<file path="config.mk">
export PLATFORM = sky130hd
export DESIGN_NAME = operand_fwd_unit
export DESIGN_NICKNAME = d
export VERILOG_FILES = /design/src/rtl/fwd_pkg.sv /design/src/rtl/fwd_wr_qual.sv /design/src/rtl/fwd_src_pick.sv /design/src/rtl/fwd_load_hazard.sv /design/src/rtl/operand_fwd_unit.sv
export SDC_FILE = /design/constraint.sdc
export NUM_CORES = 1
export LEC_CHECK = 0
export ABC_AREA = 1
export BUFFER_PORTS_ARGS = -buffer_cell sky130_fd_sc_hd__buf_2
export CORE_AREA = 2 2 39 41
export DETAILED_ROUTE_END_ITERATION = 12
export DIE_AREA = 0 0 41 43
export MAX_ROUTING_LAYER = met4
export PLACE_DENSITY = 0.62
export SYNTH_ARGS = -nofsm -noshare
export SYNTH_HDL_FRONTEND = slang
export SYNTH_SLANG_ARGS = --single-unit
</file>
<file path="constraint.sdc">
create_clock -name vclk -period 0.8
set_input_delay 0.04 -clock vclk [all_inputs]
set_output_delay 0.04 -clock vclk [all_outputs]
set_load 0.01 [all_outputs]
</file>
<file path="src/rtl/fwd_pkg.sv">
package fwd_pkg;

  // Operand source codes; the datapath mux decodes these positions.
  typedef enum logic [1:0] {
    SRC_DECODE = 2'b00,
    SRC_MEM    = 2'b01,
    SRC_WB     = 2'b10
  } fwd_src_e;

  localparam int unsigned NUM_OPERANDS = 2;

endpackage

</file>
<file path="src/rtl/fwd_wr_qual.sv">
// Qualifies a later-stage instruction as a forwarding producer.
module fwd_wr_qual #(
  parameter int unsigned IDX_W = 5
) (
  input  logic [IDX_W-1:0] dst_idx,
  input  logic             wr_en,
  output logic             live
);

  logic dst_nonzero;

  always_comb begin
    dst_nonzero = (dst_idx != '0);
    live        = wr_en && dst_nonzero;
  end

endmodule

</file>
<file path="src/rtl/fwd_src_pick.sv">
// Chooses the source of one execute-stage operand; newer stage wins.
module fwd_src_pick
  import fwd_pkg::*;
#(
  parameter int unsigned IDX_W = 5
) (
  input  logic [IDX_W-1:0] src_idx,
  input  logic             mem_live,
  input  logic [IDX_W-1:0] mem_dst,
  input  logic             wb_live,
  input  logic [IDX_W-1:0] wb_dst,
  output fwd_src_e         sel
);

  logic mem_hit;
  logic wb_hit;

  always_comb begin
    mem_hit = mem_live && (mem_dst == src_idx);
    wb_hit  = wb_live  && (wb_dst  == src_idx);
    if (mem_hit) begin
      sel = SRC_MEM;
    end else if (wb_hit) begin
      sel = SRC_WB;
    end else begin
      sel = SRC_DECODE;
    end
  end

endmodule

</file>
<file path="src/rtl/fwd_load_hazard.sv">
// Raises a stall when any operand depends on a load still in the memory stage.
module fwd_load_hazard #(
  parameter int unsigned IDX_W = 5,
  parameter int unsigned N_SRC = 2
) (
  input  logic [N_SRC-1:0][IDX_W-1:0] src_idx,
  input  logic                        mem_live,
  input  logic                        mem_is_load,
  input  logic [IDX_W-1:0]            mem_dst,
  output logic                        stall
);

  logic [N_SRC-1:0] dep;

  always_comb begin
    for (int i = 0; i < int'(N_SRC); i++) begin
      dep[i] = (src_idx[i] == mem_dst);
    end
    stall = mem_live && mem_is_load && (|dep);
  end

endmodule

</file>
<file path="src/rtl/operand_fwd_unit.sv">
module operand_fwd_unit
  import fwd_pkg::*;
#(
  parameter int unsigned IDX_W = 5
) (
  input  logic [IDX_W-1:0] ex_rs1,
  input  logic [IDX_W-1:0] ex_rs2,
  input  logic [IDX_W-1:0] mem_rd,
  input  logic             mem_reg_we,
  input  logic             mem_is_load,
  input  logic [IDX_W-1:0] wb_rd,
  input  logic             wb_reg_we,
  output logic [1:0]       op_a_sel,
  output logic [1:0]       op_b_sel,
  output logic             load_stall
);

  logic                                  mem_live;
  logic                                  wb_live;
  logic [NUM_OPERANDS-1:0][IDX_W-1:0]    ex_src;
  fwd_src_e                              sel_w [NUM_OPERANDS];

  assign ex_src[0] = ex_rs1;
  assign ex_src[1] = ex_rs2;

  fwd_wr_qual #(.IDX_W(IDX_W)) u_mem_qual (
    .dst_idx (mem_rd),
    .wr_en   (mem_reg_we),
    .live    (mem_live)
  );

  fwd_wr_qual #(.IDX_W(IDX_W)) u_wb_qual (
    .dst_idx (wb_rd),
    .wr_en   (wb_reg_we),
    .live    (wb_live)
  );

  for (genvar g = 0; g < int'(NUM_OPERANDS); g++) begin : g_pick
    fwd_src_pick #(.IDX_W(IDX_W)) u_pick (
      .src_idx  (ex_src[g]),
      .mem_live (mem_live),
      .mem_dst  (mem_rd),
      .wb_live  (wb_live),
      .wb_dst   (wb_rd),
      .sel      (sel_w[g])
    );
  end

  fwd_load_hazard #(.IDX_W(IDX_W), .N_SRC(NUM_OPERANDS)) u_hazard (
    .src_idx     (ex_src),
    .mem_live    (mem_live),
    .mem_is_load (mem_is_load),
    .mem_dst     (mem_rd),
    .stall       (load_stall)
  );

  assign op_a_sel = sel_w[0];
  assign op_b_sel = sel_w[1];

endmodule

</file>
## After elaboration in Yosys (flattened, before gate mapping)

Index checks and enable logic that the tools add are counted.

- Flip-flop bits (word level): 0
- Input port bits: 23
- Logic and storage cells: 21

- Equality and inequality tests: 6
- Mux-type cells: 4
- Reductions and logical operators: 11

Operators with widths:

| operator | number |
|---|---|
| equality test 5 bit | 6 |
| nonzero test 5 bit | 2 |
| logical AND 1 bit | 8 |
| 2-to-1 mux 2 bit | 4 |
| OR reduction 2 bit | 1 |

## Logic depth before layout (Yosys ltp)

- Word-level depth: 5
- Gate-level depth with buffers: 7
- Gate-level depth less buffers: 7

## Hierarchy

A second synthesis with hierarchy kept.

- Cells, all modules: 145
- Area, all modules: 631.9 um^2

Modules (own cells, without submodules):

| module | instances | cells an instance | area each (um^2) | sequential area each (um^2) |
|---|---|---|---|---|
| fwd_src_pick | 2 | 45 | 200.2 | 0.0 |
| fwd_load_hazard | 1 | 43 | 183.9 | 0.0 |
| fwd_wr_qual | 2 | 6 | 23.8 | 0.0 |

## Worst setup path after synthesis

OpenSTA, ideal clock, no wires.

- Kind: input to output
- Start: input port mem_rd[3]
- End: output port op_b_sel[1]
- Arrival: 607 ps
- Data required time: 760 ps
- Slack: 153 ps
- Stages on the path: 5
- Buffers on the path: 0
- Cells stage by stage: nor3_1 -> nand3_1 -> nand2_2 -> nor2_2 -> nor2_1

- Word-level cells in the longest chain between the ends: 4

Ends and longest elaborated chain:

| what | line | text |
|---|---|---|
| start: declaration | operand_fwd_unit.sv:8 | `input logic [IDX_W-1:0] mem_rd,` |
| nonzero test 5 bit | fwd_wr_qual.sv:13 | `dst_nonzero = (dst_idx != '0);` |
| logical AND 1 bit | fwd_wr_qual.sv:14 | `live = wr_en && dst_nonzero;` |
| logical AND 1 bit * | fwd_src_pick.sv:19 | `mem_hit = mem_live && (mem_dst == src_idx);` |
| named net g_pick[1].u_pick.mem_hit | fwd_src_pick.sv:15 | `logic mem_hit;` |
| 2-to-1 mux 2 bit * | fwd_src_pick.sv:21 | `if (mem_hit) begin` |
| end: declaration | operand_fwd_unit.sv:14 | `output logic [1:0] op_b_sel,` |

Mark *: on every way through the listed nets, which the timed path passes. The rest lies on a longest branch.

## Worst setup path after layout

- Start: input port mem_rd[0]
- End: output port op_a_sel[1]

- Word-level cells in the longest chain between the ends: 4

Ends and longest elaborated chain:

| what | line | text |
|---|---|---|
| nonzero test 5 bit | fwd_wr_qual.sv:13 |  |
| logical AND 1 bit | fwd_wr_qual.sv:14 |  |
| logical AND 1 bit * | fwd_src_pick.sv:19 |  |
| 2-to-1 mux 2 bit * | fwd_src_pick.sv:21 |  |
| end: declaration | operand_fwd_unit.sv:13 | `output logic [1:0] op_a_sel,` |

Every way passes the cells marked *; elsewhere a longest branch is shown, timed or not.

==> out/qor.tcl <==
set qor(area.growth.synth_to_final_pct) 86.7
set qor(post_drt_wl_per_cell_um) 9.63
set qor(final-max-slew-violation-count) 0
set qor(arrival_ns) 0.82
set qor(dp_hpwl_mm) 1.03
set qor(io_pins) 28
set qor(floorplan.die.width_um) 41
set qor(synth_cell_types) 15
set qor(worst-path-max-fanout) 4
set qor(maximum_number_of_pins_on_one_net_before_global_route_repair) 5
set qor(drive_above_1_share) 0.504
set qor(seqCellArea_sq_um) 0
set qor(path_depth) 9
set qor(grt_setup_unrepaired) {true}
set qor(detail_route.iter0.violations) 12
set qor(syn_inst) 87
set qor(post-route-util) 0.547
set qor(failed_checks) {setup timing}
set qor(globalRouteTotalUtil) 0.156
set qor(hold_viol_final) 0
set qor(drt-vias-per-instance) 4.50
set qor(tightest_slew_ns) 0.187
set qor(cp_common_cell) {nand2_1}
set qor(layout.cells.most_common_list) {nand2_1 (30), buf_2 (14), buf_6 (9)}
set qor(grt_remaining_overflow) 0
set qor(most_frequent_standard_cell_in_the_layout_excluding_fill_and_tap_cells) {nand2_1}
set qor(synth.largest_area_cell) {nand2_1}
set qor(antennaDiodeCount) 0
set qor(worstPathBufferInverterCount) 3
set qor(max-slew-margin-rel) 0.874
set qor(timing.critical_path.cells) {buf_8, inv_2, nand2_1, nand2_1, nor2_2, nand3_2, nor2_4, nor2_1, buf_2}
set qor(synth_fp_nets) 110
set qor(hold_slack_ns) 0.427
set qor(floorplan.die_area_sq_mm) 0.00176
set qor(synthesis.area_sq_um) 405
set qor(holdPathStages) 4
set qor(first_global_vias) 535
set qor(route.antenna.remaining_nets) 0
set qor(worstSetupStartpointType) {primary input}
set qor(fillerInstances) 134
set qor(via_count) 598
set qor(drt_pre_antenna_iters) 4
set qor(critical_path_required_ns) 0.76
set qor(yosys-top-cells-area) {nand2_1 (33%), inv_1 (13%), nor2_1 (10%)}
set qor(timing.final.ws_setup_ns) -0.0571
set qor(synth_largest_type_area_fraction) 0.333
set qor(run_status) {complete, but fails checks}
set qor(max_clock_freq_ghz) 1.17
set qor(gp_congestion) 0.754
set qor(drc_errors) 0
set qor(final.min_clock_period_ns) 0.857
set qor(min-delay-path-class) {primary input to primary output}
set qor(starting_density_of_the_core) 0.293
set qor(core_area_sq_mm) 0.00138
set qor(core.rowCount) 14
set qor(post-route-period-util) 1.07
set qor(slowest_stage) {nand3_2}
set qor(path_class) {primary input to primary output}
set qor(die_y_um) 43
set qor(wl_mm) 1.28
set qor(num-clock-buffers) 0
set qor(power.static_leakage_nw) 0.427
set qor(buffer_ports.inserted) 28
set qor(synthesis.area_per_instance_sq_um) 4.66
set qor(max_cap_viol_count) 0
set qor(finalSetupViolations) 4
set qor(power-per-cell-area_mw_per_mm2) 484
set qor(cp_slowest_stage_delay_ns) 0.13
set qor(grt_antenna_before_repair) 0
set qor(worst_ir_drop_vdd_mv) 0.226
set qor(setup_tns_ns) -0.136
set qor(critical-path-top-delay-family) {simple AND/OR/NAND/NOR gates}
set qor(design.seq.count) 0
set qor(final_nets) 142
set qor(wire_length_of_the_first_global_routing_pass_mm) 2.00
set qor(yosys_warning_count) 0
set qor(synth_sequential_area_ratio) 0
set qor(worstSetupEndpointType) {primary output}
[timing repair]
item,4_1_cts,5_1_grt
setup buffers,0,0
gates resized for setup,24,28
endpoints found under the setup margin,5,5
hold buffers,0,0
pin swaps,5,18
[Yosys cell counts]
master    instances
nand2_1          36
inv_1            14
nor2_1           11
nand3_1           5
xnor2_1           4
xor2_1            4
nor2_2            3
buf_4             2
inv_2             2
a21oi_1           1
nand2_2           1
nand3_2           1
nand3b_1          1
nand4_1           1
nor3_1            1
[per-layer routing]
metal  share of wire  global-route usage
met1            0.40               0.193
met2            0.57               0.284
met3           0.029                   0
met4               0                   0
met5               0                   -
[path summary, 6_finish.rpt]
path / start / to / slack, ns
setup / recovery: mem_rd[0] / op_a_sel[1] / -0.06
hold / removal: mem_is_load / load_stall / 0.43
[metrics by stage]
step                cells  area, sq um  setup WS, ns  power (mW)
floorplan              87          405         0.153       0.139
global placement      133          581       -0.0987       0.261
detailed placement    133          581       -0.0865       0.266
CTS                   133          663       -0.0558       0.311
global route          133          757        -0.118       0.405
finish                133          757       -0.0571       0.366
[worst min-delay path: cells and delay by family]
kind,cells,cell delay (ns)
buffers and inverters,2,0.23
and+or+nand+nor,1,0.09
AOI/OAI and AO/OA,1,0.03
[where the power goes]
part	internal (mW)	switching, mW
sequential	0	0
clock	0	0
combinational	0.190	0.176
[area by class of cell]
class                           instances  area [sq um]  share of cell area
Multi-Input combinational cell         69           398               0.526
Timing Repair Buffer                   32           277               0.365
Tap cell                               16          20.0              0.0264
Inverter                               16          62.6              0.0826
[cell families (layout without fill, tap and decap cells)]
family,count (synthesis),in the layout,share of synthesized area
AOI/OAI and AO/OA,1,1,0.0123
xor gates and xnor gates,8,8,0.173
buffers and inverters,18,48,0.185
and+or+nand+nor,60,60,0.630
Power figures use the tool's default switching activity.
